===== src/rtl/hbridge_pkg.sv =====
package hbridge_pkg;

    typedef enum logic [1:0] {
        MD_OFF,
        MD_RUN,
        MD_UV
    } mode_e;

    typedef enum logic [1:0] {
        LG_OFF,
        LG_HS,
        LG_LS,
        LG_GAP
    } leg_e;

    typedef enum logic {
        SP_IDLE,
        SP_SHIFT
    } sp_e;

endpackage


===== src/rtl/hb_serial.sv =====
module hb_serial
    import hbridge_pkg::*;
#(
    parameter int W = 16
) (
    input  logic         clk,
    input  logic         rst_n,
    input  logic         clr,
    input  logic         sclk,
    input  logic         csn,
    input  logic         sdi,
    input  logic         tp_live,
    input  logic [W-2:0] snap,
    output logic         sdo,
    output logic         cmd_stb,
    output logic [W-1:0] cmd_word
);
    localparam int CW = $clog2(W);

    logic sclk_q, sclk_qq, csn_q, csn_qq, sdi_q;
    logic sck_rise, sck_fall, cs_fall, cs_rise;
    sp_e  st, st_nx;
    logic [CW-1:0] cnt;
    logic          any_bit, first_ph;
    logic [W-1:0]  ish, osh;

    always_ff @(posedge clk or negedge rst_n) begin
        if (!rst_n) begin
            sclk_q  <= 1'b0;
            sclk_qq <= 1'b0;
            csn_q   <= 1'b1;
            csn_qq  <= 1'b1;
            sdi_q   <= 1'b0;
        end else begin
            sclk_q  <= sclk;
            sclk_qq <= sclk_q;
            csn_q   <= csn;
            csn_qq  <= csn_q;
            sdi_q   <= sdi;
        end
    end

    assign sck_rise = sclk_q & ~sclk_qq;
    assign sck_fall = ~sclk_q & sclk_qq;
    assign cs_fall  = ~csn_q & csn_qq;
    assign cs_rise  = csn_q & ~csn_qq;

    always_comb begin
        st_nx = st;
        unique case (st)
            SP_IDLE:  if (cs_fall) st_nx = SP_SHIFT;
            SP_SHIFT: if (cs_rise) st_nx = SP_IDLE;
            default:  st_nx = SP_IDLE;
        endcase
    end

    always_ff @(posedge clk or negedge rst_n) begin
        if (!rst_n) begin
            st <= SP_IDLE;
        end else if (clr) begin
            st <= SP_IDLE;
        end else begin
            st <= st_nx;
        end
    end

    always_ff @(posedge clk or negedge rst_n) begin
        if (!rst_n) begin
            cnt      <= '0;
            any_bit  <= 1'b0;
            first_ph <= 1'b1;
            ish      <= '0;
            osh      <= '0;
        end else if (clr) begin
            cnt      <= '0;
            any_bit  <= 1'b0;
            first_ph <= 1'b1;
            ish      <= '0;
            osh      <= '0;
        end else if (st == SP_IDLE && cs_fall) begin
            cnt      <= '0;
            any_bit  <= 1'b0;
            first_ph <= 1'b1;
            osh      <= {1'b0, snap};
        end else if (st == SP_SHIFT) begin
            if (sck_rise) begin
                ish     <= {ish[W-2:0], sdi_q};
                cnt     <= (cnt == CW'(W-1)) ? '0 : cnt + 1'b1;
                any_bit <= 1'b1;
            end
            if (sck_fall && any_bit) begin
                first_ph <= 1'b0;
                osh      <= {osh[W-2:0], 1'b0};
            end
        end
    end

    always_comb begin
        sdo      = 1'b0;
        cmd_stb  = 1'b0;
        cmd_word = ish;
        if (st == SP_SHIFT) begin
            if (!csn_q) sdo = first_ph ? tp_live : osh[W-1];
            cmd_stb = cs_rise && any_bit && (cnt == '0);
        end
    end


    stb_idle_chk: assert property (@(posedge clk) disable iff (!rst_n)
        (cmd_stb && !clr) |=> (st == SP_IDLE));

endmodule


===== src/rtl/hb_leg.sv =====
module hb_leg
    import hbridge_pkg::*;
#(
    parameter int DT_CYC = 8
) (
    input  logic clk,
    input  logic rst_n,
    input  logic clr,
    input  logic want_hs,
    input  logic want_ls,
    output logic hs_on,
    output logic ls_on
);
    localparam int DW = $clog2(DT_CYC + 1);

    leg_e st, st_nx;
    logic [DW-1:0] gap_cnt;

    always_comb begin
        st_nx = st;
        unique case (st)
            LG_OFF: begin
                if (want_hs && !want_ls)      st_nx = LG_HS;
                else if (want_ls && !want_hs) st_nx = LG_LS;
            end
            LG_HS:   if (!want_hs) st_nx = LG_GAP;
            LG_LS:   if (!want_ls) st_nx = LG_GAP;
            LG_GAP:  if (gap_cnt == '0) st_nx = LG_OFF;
            default: st_nx = LG_OFF;
        endcase
    end

    always_ff @(posedge clk or negedge rst_n) begin
        if (!rst_n) begin
            st      <= LG_OFF;
            gap_cnt <= '0;
        end else if (clr) begin
            st      <= LG_OFF;
            gap_cnt <= '0;
        end else begin
            st <= st_nx;
            if (st != LG_GAP && st_nx == LG_GAP) gap_cnt <= DW'(DT_CYC - 1);
            else if (st == LG_GAP && gap_cnt != '0) gap_cnt <= gap_cnt - 1'b1;
        end
    end

    always_comb begin
        hs_on = (st == LG_HS);
        ls_on = (st == LG_LS);
    end

    // dead-gap watch: consecutive both-off cycles and the side last on
    logic [DW-1:0] off_run;
    logic          last_hs, last_ls;

    always_ff @(posedge clk or negedge rst_n) begin
        if (!rst_n) begin
            off_run <= '0;
            last_hs <= 1'b0;
            last_ls <= 1'b0;
        end else begin
            if (hs_on || ls_on) off_run <= '0;
            else if (off_run != DW'(DT_CYC)) off_run <= off_run + 1'b1;
            if (hs_on) begin
                last_hs <= 1'b1;
                last_ls <= 1'b0;
            end else if (ls_on) begin
                last_hs <= 1'b0;
                last_ls <= 1'b1;
            end
        end
    end


    dead_gap_chk: assert property (@(posedge clk) disable iff (!rst_n)
        ((ls_on && last_hs) || (hs_on && last_ls)) |-> (off_run == DW'(DT_CYC)));

endmodule


===== src/rtl/hb_fault.sv =====
module hb_fault #(
    parameter int NS = 6
) (
    input  logic          clk,
    input  logic          rst_n,
    input  logic          clr,
    input  logic          rst_pulse,
    input  logic          sel_oc,
    input  logic [NS-1:0] sw_on,
    input  logic [NS-1:0] ol_flag,
    input  logic [NS-1:0] oc_flag,
    input  logic [NS-1:0] ot_flag,
    input  logic          uv_flag,
    input  logic          uv_watch,
    output logic [NS-1:0] trip,
    output logic          ol_lat,
    output logic          scd_lat,
    output logic          psf_lat
);
    logic [NS-1:0] trip_src;

    assign trip_src = (sel_oc ? oc_flag : ot_flag) & sw_on;

    always_ff @(posedge clk or negedge rst_n) begin
        if (!rst_n) begin
            trip    <= '0;
            ol_lat  <= 1'b0;
            scd_lat <= 1'b0;
            psf_lat <= 1'b0;
        end else if (clr || rst_pulse) begin
            trip    <= '0;
            ol_lat  <= 1'b0;
            scd_lat <= 1'b0;
            psf_lat <= 1'b0;
        end else begin
            trip    <= trip | trip_src;
            ol_lat  <= ol_lat | (|(ol_flag & sw_on));
            scd_lat <= scd_lat | (|(oc_flag & sw_on));
            psf_lat <= psf_lat | (uv_flag & uv_watch);
        end
    end


    ol_cause_chk: assert property (@(posedge clk) disable iff (!rst_n)
        $rose(ol_lat) |-> $past(|(ol_flag & sw_on)));


    scd_cause_chk: assert property (@(posedge clk) disable iff (!rst_n)
        $rose(scd_lat) |-> $past(|(oc_flag & sw_on)));


    psf_cause_chk: assert property (@(posedge clk) disable iff (!rst_n)
        $rose(psf_lat) |-> $past(uv_flag));


    trip_hold_chk: assert property (@(posedge clk) disable iff (!rst_n)
        (|($past(trip) & ~trip)) |-> $past(clr || rst_pulse));

endmodule


===== src/rtl/hbridge_ctrl.sv =====
module hbridge_ctrl
    import hbridge_pkg::*;
#(
    parameter int NB      = 3,
    parameter int W       = 16,
    parameter int DT_CYC  = 8,
    parameter int POR_CYC = 4
) (
    input  logic            clk,
    input  logic            rst_n,
    input  logic            inh_n,
    input  logic            sclk,
    input  logic            csn,
    input  logic            sdi,
    output logic            sdo,
    input  logic            tp_flag,
    input  logic            uv_flag,
    input  logic [2*NB-1:0] ol_flag,
    input  logic [2*NB-1:0] oc_flag,
    input  logic [2*NB-1:0] ot_flag,
    output logic [NB-1:0]   hs_en,
    output logic [NB-1:0]   ls_en,
    output logic            out_hiz
);
    localparam int NS      = 2 * NB;
    localparam int SCR_BIT = 2 * NB;
    localparam int SEL_BIT = 2 * NB + 1;
    localparam int ST_HS   = W - 2;
    localparam int ST_LS   = W - 2 - NB;
    localparam int ST_OL   = W - 2 - 2 * NB;
    localparam int ST_SCD  = ST_OL - 1;
    localparam int ST_PSF  = ST_OL - 2;
    localparam int PW      = $clog2(POR_CYC + 1);

    mode_e mode, mode_nx;
    logic [PW-1:0] por_cnt;
    logic          clr, run, uv_watch;

    logic [NB-1:0] hs_cmd, ls_cmd;
    logic          sel_oc;
    logic          cmd_stb;
    logic [W-1:0]  cmd_word;
    logic [W-2:0]  snap;
    logic          rst_pulse;

    logic [NS-1:0] trip;
    logic          ol_lat, scd_lat, psf_lat;
    logic [NB-1:0] conflict, want_hs, want_ls;

    logic unused_hi;
    assign unused_hi = ^cmd_word[W-1:SEL_BIT+1];

    always_comb begin
        mode_nx = mode;
        unique case (mode)
            MD_OFF: if (inh_n && por_cnt == PW'(POR_CYC - 1)) mode_nx = MD_RUN;
            MD_RUN: begin
                if (!inh_n)        mode_nx = MD_OFF;
                else if (uv_flag)  mode_nx = MD_UV;
            end
            MD_UV: begin
                if (!inh_n)        mode_nx = MD_OFF;
                else if (!uv_flag) mode_nx = MD_RUN;
            end
            default: mode_nx = MD_OFF;
        endcase
    end

    always_ff @(posedge clk or negedge rst_n) begin
        if (!rst_n) begin
            mode    <= MD_OFF;
            por_cnt <= '0;
        end else begin
            mode <= mode_nx;
            if (mode != MD_OFF || !inh_n) por_cnt <= '0;
            else                          por_cnt <= por_cnt + 1'b1;
        end
    end

    always_comb begin
        clr      = (mode == MD_OFF);
        run      = (mode == MD_RUN);
        uv_watch = (mode != MD_OFF);
        out_hiz  = (mode == MD_OFF);
    end

    hb_serial #(.W(W)) u_serial (
        .clk      (clk),
        .rst_n    (rst_n),
        .clr      (clr),
        .sclk     (sclk),
        .csn      (csn),
        .sdi      (sdi),
        .tp_live  (tp_flag),
        .snap     (snap),
        .sdo      (sdo),
        .cmd_stb  (cmd_stb),
        .cmd_word (cmd_word)
    );

    always_ff @(posedge clk or negedge rst_n) begin
        if (!rst_n) begin
            hs_cmd <= '0;
            ls_cmd <= '0;
            sel_oc <= 1'b0;
        end else if (clr) begin
            hs_cmd <= '0;
            ls_cmd <= '0;
            sel_oc <= 1'b0;
        end else if (cmd_stb) begin
            hs_cmd <= cmd_word[NB-1:0];
            ls_cmd <= cmd_word[2*NB-1:NB];
            sel_oc <= cmd_word[SEL_BIT];
        end
    end

    assign rst_pulse = cmd_stb & cmd_word[SCR_BIT];

    hb_fault #(.NS(NS)) u_fault (
        .clk       (clk),
        .rst_n     (rst_n),
        .clr       (clr),
        .rst_pulse (rst_pulse),
        .sel_oc    (sel_oc),
        .sw_on     ({ls_en, hs_en}),
        .ol_flag   (ol_flag),
        .oc_flag   (oc_flag),
        .ot_flag   (ot_flag),
        .uv_flag   (uv_flag),
        .uv_watch  (uv_watch),
        .trip      (trip),
        .ol_lat    (ol_lat),
        .scd_lat   (scd_lat),
        .psf_lat   (psf_lat)
    );

    always_comb begin
        snap                 = '0;
        snap[ST_HS -: NB]    = hs_cmd & ~trip[NB-1:0];
        snap[ST_LS -: NB]    = ls_cmd & ~trip[NS-1:NB];
        snap[ST_OL]          = ol_lat;
        snap[ST_SCD]         = scd_lat;
        snap[ST_PSF]         = psf_lat;
    end

    always_comb begin
        conflict = hs_cmd & ls_cmd;
        want_hs  = hs_cmd & ~conflict & ~trip[NB-1:0] & {NB{run}};
        want_ls  = ls_cmd & ~conflict & ~trip[NS-1:NB] & {NB{run}};
    end

    for (genvar g = 0; g < NB; g++) begin : g_leg
        hb_leg #(.DT_CYC(DT_CYC)) u_leg (
            .clk     (clk),
            .rst_n   (rst_n),
            .clr     (clr),
            .want_hs (want_hs[g]),
            .want_ls (want_ls[g]),
            .hs_on   (hs_en[g]),
            .ls_on   (ls_en[g])
        );
    end


    uv_quiet_chk: assert property (@(posedge clk) disable iff (!rst_n)
        (mode == MD_UV && $past(mode == MD_UV)) |-> (hs_en == '0 && ls_en == '0));


    off_quiet_chk: assert property (@(posedge clk) disable iff (!rst_n)
        (mode == MD_OFF && $past(mode == MD_OFF)) |-> (hs_en == '0 && ls_en == '0 && out_hiz));


    both_cmd_chk: assert property (@(posedge clk) disable iff (!rst_n)
        ((hs_cmd & ls_cmd & $past(hs_cmd & ls_cmd) & (hs_en | ls_en)) == '0));


    trip_off_chk: assert property (@(posedge clk) disable iff (!rst_n)
        (($past(trip) & trip & {ls_en, hs_en}) == '0));

endmodule


===== config.mk =====
export PLATFORM = sky130hd
export DESIGN_NAME = hbridge_ctrl
export DESIGN_NICKNAME = d
export VERILOG_FILES = /design/src/rtl/hbridge_pkg.sv /design/src/rtl/hb_serial.sv /design/src/rtl/hb_leg.sv /design/src/rtl/hb_fault.sv /design/src/rtl/hbridge_ctrl.sv
export SDC_FILE = /design/constraint.sdc
export NUM_CORES = 1
export LEC_CHECK = 0
export BUFFER_PORTS_ARGS = -buffer_cell sky130_fd_sc_hd__buf_2
export CAP_MARGIN = 10
export CELL_PAD_IN_SITES_DETAIL_PLACEMENT = 1
export CELL_PAD_IN_SITES_GLOBAL_PLACEMENT = 2
export CORE_MARGIN = 2
export CORE_UTILIZATION = 40
export DETAILED_ROUTE_END_ITERATION = 10
export GPL_ROUTABILITY_DRIVEN = 0
export GPL_TIMING_DRIVEN = 0
export PLACE_DENSITY = 0.83
export SLEW_MARGIN = 20
export SYNTH_ARGS = -nofsm -noshare
export SYNTH_HDL_FRONTEND = slang
export SYNTH_SLANG_ARGS = --single-unit

===== constraint.sdc =====
create_clock -name clk -period 4.7 [get_ports clk]
set_input_delay 0.235 -clock clk [delete_from_list [all_inputs] [get_ports clk]]
set_output_delay 0.235 -clock clk [all_outputs]
set_load 0.01 [all_outputs]

### Word level (Yosys, flattened, before mapping)

Cells that the tools add are included.

* bitwise gates (word level): 30
* eq/ne operators: 23
* reduce and logical (&&, ||, !) cells: 53
* muxes and demuxes: 77
* add/sub/neg operators: 5

Operators by type and width (number)
* $mux W16: 4
* $mux W4: 14
* $mux W2: 23
* $mux W8: 4
* $and A3 B3 Y3: 9
* $pmux W2 S4: 3
* $eq A2 B2 Y1 const B: 10
* $mux W1: 20
* $and A6 B6 Y6: 3
* $reduce_bool A3 Y1: 6
* $logic_and A1 B1 Y1: 17
* $logic_not A4 Y1: 4
* $mux W3: 5
* $mux W6: 2
* $reduce_bool A4 Y1: 3
* $reduce_or A6 Y1: 2
* $sub A4 B1 Y4 const B: 3
* $not A3 Y3: 3
* $eq A2 B1 Y1 const B: 4
* $logic_not A2 Y1: 4
* $ne A2 B2 Y1 const B: 4
* $reduce_bool A2 Y1: 4
* $logic_not A1 Y1: 7
* $and A1 B1 Y1: 6
* other kinds (14): 24

* output and inout port bits: 8
* bits of input ports: 26
* register bits after elaboration: 75
* logic and storage cells: 214

### Logic depth before layout (Yosys ltp)

* depth in word-level cells: 14
* gate-level depth with buffers: 7

### Hierarchy

A second synthesis with hierarchy kept.

* cell total of the unflattened synthesis: 388
* area, all modules: 4117.7 µm²

By module, submodules not included
* hb_serial: times used 1, cells an instance 172, sequential area each 1104.8 µm², area each 1959.4 µm²
* hb_leg: times used 3, cells an instance 39, sequential area each 150.1 µm², area each 354.1 µm²
* hbridge_ctrl: times used 1, cells an instance 59, sequential area each 300.3 µm², area each 610.6 µm²
* hb_fault: times used 1, cells an instance 40, sequential area each 225.2 µm², area each 485.5 µm²

### Worst setup path before layout

No wires, ideal clock.

* kind: reg-to-reg
* from: reg mode[1]
* to: reg g_leg[2].u_leg.gap_cnt[2]
* data arrival time: 1.790 ns
* cell stages (with the launch flop): 7
* slack: 2.789 ns
* library setup time: 0.121 ns
* clock period less this slack: 1.911 ns
* path through: dfrtp_1 -> nand2b_1 -> buf_6 -> or4_4 -> a311oi_4 -> a21oi_1 -> o22a_1

* longest elaborated chain between the ends: 11

RTL lines
* start, declared: line hbridge_ctrl.sv:35 `mode_e mode, mode_nx;`
* start signal, assigned: line hbridge_ctrl.sv:74 `mode <= mode_nx;`
* $eq A2 B1 Y1: line hbridge_ctrl.sv:82 `run = (mode == MD_RUN);`
* $and A3 B3 Y3: line hbridge_ctrl.sv:148 `want_hs = hs_cmd & ~conflict & ~trip[NB-1:0] & {NB{run}};`
* $logic_not A1 Y1: line hb_leg.sv:24 `else if (want_ls && !want_hs) st_nx = LG_LS;`
* $logic_and A1 B1 Y1: line hb_leg.sv:24
* $mux W2: line hb_leg.sv:24
* $mux W2: line hb_leg.sv:23 `if (want_hs && !want_ls) st_nx = LG_HS;`
* $pmux W2 S4: line hb_leg.sv:21 `unique case (st)`
* $eq A2 B2 Y1: line hb_leg.sv:42 `if (st != LG_GAP && st_nx == LG_GAP) gap_cnt <= DW'(DT_CYC - 1);`
* $logic_and A1 B1 Y1: line hb_leg.sv:42
* $mux W4: line hb_leg.sv:42
* $mux W4: line hb_leg.sv:37 `end else if (clr) begin`
* end signal, assigned: line hb_leg.sv:42
* end signal, assigned: line hb_leg.sv:43 `else if (st == LG_GAP && gap_cnt != '0) gap_cnt <= gap_cnt - 1'b1;`
* end, declared: line hb_leg.sv:17 `logic [DW-1:0] gap_cnt;`

Several ways; a longest one is shown, not always the timed one.
A chain may end at the register's enable or synchronous reset.

### Final worst setup path

* from: reg mode[0]
* to: out out_hiz

* longest elaborated chain between the ends: 1

RTL lines
* $logic_not A2 Y1: line hbridge_ctrl.sv:84 `out_hiz = (mode == MD_OFF);`
* end, declared: line hbridge_ctrl.sv:23 `output logic out_hiz`

Every way passes these cells.

==> flow_summary.rst <==
.. list-table::
   :header-rows: 1

   * - Metric
     - Value
   * - Sinks on Clock Net
     - 69
   * - LEAKAGE
     - approximately 0.0018 uW
   * - Number of synthesized flops with an enable pin
     - 0
   * - Worst setup SP type
     - flop
   * - CP arrival
     - about 2.6 ns
   * - Number of register bits inferred by synthesis
     - slightly below 70
   * - Synthesized-area fraction occupied by and/or/nand/nor cells
     - about 18%
   * - Initial Utilization
     - between 40 and 50%
   * - Data required time at the worst endpoint
     - 4.47 ns
   * - Setup TNS
     - 0 ns
   * - Max-slew violations
     - 0
   * - Detailed-placement wirelength estimate
     - 6069 um
   * - Die width
     - about 96 um
   * - Summed instance area of the synthesized netlist
     - around 0.0034 mm^2
   * - Floorplan Core Area
     - between 0.008 and 0.009 mm^2
   * - Overflow after GRT
     - 0
   * - Type of the setup path with the least slack
     - reg2out
   * - Site row count
     - 33
   * - Wire length of the first global-routing pass
     - around 14,000 um
   * - Wirelength per Cell
     - roughly 16 um
   * - Switching part of the total
     - 25.20%
   * - Via count
     - 2,668
   * - Share of total power in sequential cells
     - about half
   * - Number of top-level design ports
     - 34
   * - Reg2Reg Setup Slack
     - around 2.4 ns
   * - Avg Cell Area, Syn
     - a little under 10 um^2
   * - Gate power share
     - slightly below 9%
   * - Total power
     - about 1200 uW
   * - Clock latency reported for the late side of the worst-skew pair
     - 0.34 ns
   * - Antenna diode instance count
     - 0
   * - Area fraction in compound gates after synthesis
     - 15.29%
   * - TritonCTS clock tree
     - done
   * - Layout area overhead
     - 16.73%
   * - Power Internal
     - approximately 900 uW
   * - Number of synthesis warnings
     - 0
   * - Ordered cell list for the critical path
     - or2_2, clkbuf_1, inv_1, clkbuf_1, buf_2, buf_2
   * - Die Ht
     - between 90 and 100 um
   * - Final setup violating endpoints
     - 0
   * - Delay of the slowest critical-path stage
     - roughly 0.52 ns
   * - CTS clock-pin slew for the worst setup and hold paths
     - 0.07 ns
   * - Placed Cells incl. Taps
     - 485
   * - Longest Clk Path Bufs
     - 2
   * - Power dissipated by switching net loads
     - approximately 300 uW
   * - DIE AREA
     - a little over 0.009 mm^2
   * - Gate count of the mapped netlist
     - around 350
   * - Via density per instance
     - roughly 5.3
   * - Multi-input logic area
     - approximately 0.0015 mm^2
   * - Syn nets
     - between 300 and 400
   * - Fmax achieved
     - between 300 and 400 MHz
   * - Number of DRC violations after detailed routing
     - 0
   * - Initial antenna violation count
     - 0
   * - Nets@finish
     - approximately 430
   * - Tightest Hold Check Type
     - in2reg
   * - Leading cell types in the layout, fill and taps excluded
     - 66 x sky130_fd_sc_hd__dfrtp_1, 44 x sky130_fd_sc_hd__a21oi_1, 39 x sky130_fd_sc_hd__nand2_1, 36 x sky130_fd_sc_hd__nor2_1, 33 x sky130_fd_sc_hd__buf_2
   * - Largest clock skew in the final design
     - between 0.01 and 0.015 ns
   * - DR pass1 iterations
     - 4
   * - Relative max-transition margin
     - between 40% and 50%
   * - Status
     - finished clean
   * - Most used flip-flop cell after synthesis
     - sky130_fd_sc_hd__dfrtp_1
   * - Wirelength, routed
     - approximately 8200 um
   * - Reg area
     - 0.001730 mm^2
   * - Largest fanout of any net on the critical path
     - 10
   * - Number of failing hold endpoints at the final stage
     - 0
   * - Tcrit/Tclk final
     - about three fifths
   * - All-layer global routing usage
     - roughly a fifth
   * - Fraction of final layout cells sized beyond drive strength 1
     - 19.25%
   * - Most common cell after layout, fill and taps aside
     - sky130_fd_sc_hd__dfrtp_1
   * - Buffer type at the clock tree root
     - sky130_fd_sc_hd__clkbuf_8
   * - Dominant combinational cell family by area after synthesis
     - simple AND/OR/NAND/NOR gates
   * - Filler cell count in the final layout
     - about 940
   * - Cell with the largest stage delay on the worst path
     - sky130_fd_sc_hd__clkbuf_1
   * - Min cycle time layout
     - ~2.9 ns
   * - Ratio of total power to cell area
     - about 310 mW/mm^2
   * - Area share of fa/ha/maj cells after synthesis
     - under 10%
   * - Worst Setup End Kind
     - primary output
   * - Via count of the first global-routing pass
     - 2,714
   * - Max-cap violations
     - 0
   * - Async set or reset register ratio after synthesis
     - 100.0%
   * - Antenna violation net count after detailed routing
     - 0
   * - Number of clock buffers inserted by TritonCTS
     - 9
   * - Pin count of the biggest net entering global routing
     - 48
   * - Number of port buffers
     - 33
   * - Mux contribution to synthesized area
     - under 10%
   * - Seq/Total Area, Yosys
     - between 50 and 60%
   * - Share of the core filled with cells in the final layout
     - 48.13%
   * - Number of H-tree levels
     - 3
   * - Cell Count, Final, Fillers Out
     - slightly above 500
   * - Unrepaired setup endpoints after global routing
     - no
   * - Part of the total power dissipated in the clock network
     - 40.4%
   * - Initial DRC Count
     - about 110
   * - Fraction of synthesized cell area in xor and xnor cells
     - around 1.3%
   * - Synth unique cells
     - 50
   * - Max VDD drop
     - 0.1423 mV
   * - Least-Margin Pin Slew
     - around 0.75 ns
[metrics by stage]
step                hold slack (ns)  instance area (um^2)  setup slack (ns)
floorplan                  -0.06059                  3388             2.789
global placement             0.3398                  3685             2.172
detailed placement           0.1601                  3715             2.161
CTS                          0.1297                  3955             1.779
global route                 0.1348                  3955             1.687
finish                       0.1388                  3955             1.840
[power groups by stage]
stage | Combinational (uW) | Sequential [uW] | Clock [uW]
after floorplan | 55.7 | 624 | 0
after global placement | 99.0 | 626 | 0
after detailed placement | 105 | 627 | 0
after CTS | 109 | 616 | 499
after global routing | 120 | 617 | 524
final | 105 | 615 | 488
[synthesized netlist by cell type (all sizes together), types with 4 or more instances]
cell	instances	area [um^2]
dfrtp	66	1652
a21oi	44	220.2
nand2	39	146.4
nor2	36	135.1
inv	18	67.56
mux2i	14	140.1
clkbuf	10	37.54
a211oi	9	67.56
buf	9	65.05
mux2	9	101.4
nor2b	8	50.05
ha	7	87.58
nand2b	6	37.54
o21ai	6	30.02
a31oi	5	31.28
nor3	5	25.02
nor3b	5	37.54
a21o	4	30.03
or4	4	33.78
[what timing repair did]
item / in CTS / in global routing
resized for setup: 0 / 0
hold buffers: 4 / 0
buffers inserted: 0 / 0
endpoints found under the hold margin: 25 / 0
[area by class of cell]
class / instances / share of cell area, %
buffer: 19 / 2.594
clock buffer: 10 / 3.480
clock inverter: 6 / 1.582
inverter: 18 / 1.708
multi-input combinational: 240 / 37.61
sequential: 69 / 43.75
tap: 105 / 3.322
timing repair buffer: 38 / 5.947
[kinds of logic (layout without fill, tap and decap cells)]
| logic type | after synthesis | after routing |
|---|---|---|
| compound gates | 83 | 83 |
| mux | 23 | 23 |
| flops | 69 | 69 |
| fa+ha+maj | 7 | 7 |
| simple gates | 122 | 122 |
| buf+inv | 37 | 91 |
| xor+xnor | 5 | 5 |
[registers in the layout, indices dropped and copies added, names as in the netlist, 2 cells and up]
| register | cells |
|---|---|
| g_leg.u_leg.st | 6 |
| ls_cmd | 3 |
| hs_cmd | 3 |
| u_serial.osh | 10 |
| mode | 2 |
| u_fault.trip | 6 |
| u_serial.cmd_word | 8 |
| g_leg.u_leg.gap_cnt | 12 |
| u_serial.cnt | 4 |
| por_cnt | 3 |
[path summary, 6_finish.rpt]
path | from | to | cells after the start
min in group asynchronous | rst_n | g_leg[1].u_leg.gap_cnt[3] | 2
worst max-delay path | mode[0] | out_hiz | 6
worst min-delay path | inh_n | mode[1] | 3
worst max register to register | mode[0] | hs_cmd[2] | 6
max in group asynchronous | rst_n | u_serial.csn_qq | 3
worst min register to register | u_serial.csn_q | u_serial.csn_qq | 0
[routing by layer]
metal	GRT usage [%]	part of all wire, %	up-vias	wire length, um
met5	0	0	-	0
met4	6.786	1.3	0	103
met3	2.584	2.1	8	169
met2	32.12	49	31	3984
met1	26.26	48	1333	3909
li1	-	-	1296	-
[worst max-delay path, delay by kind of cell, from the launching register on]
family                 cells  cell delay (ns)
AND/OR/NAND/NOR            1             0.30
buffers and inverters      5             1.55
flip-flops                 1             0.42
Note: power is estimated with default switching activity, not from simulation.
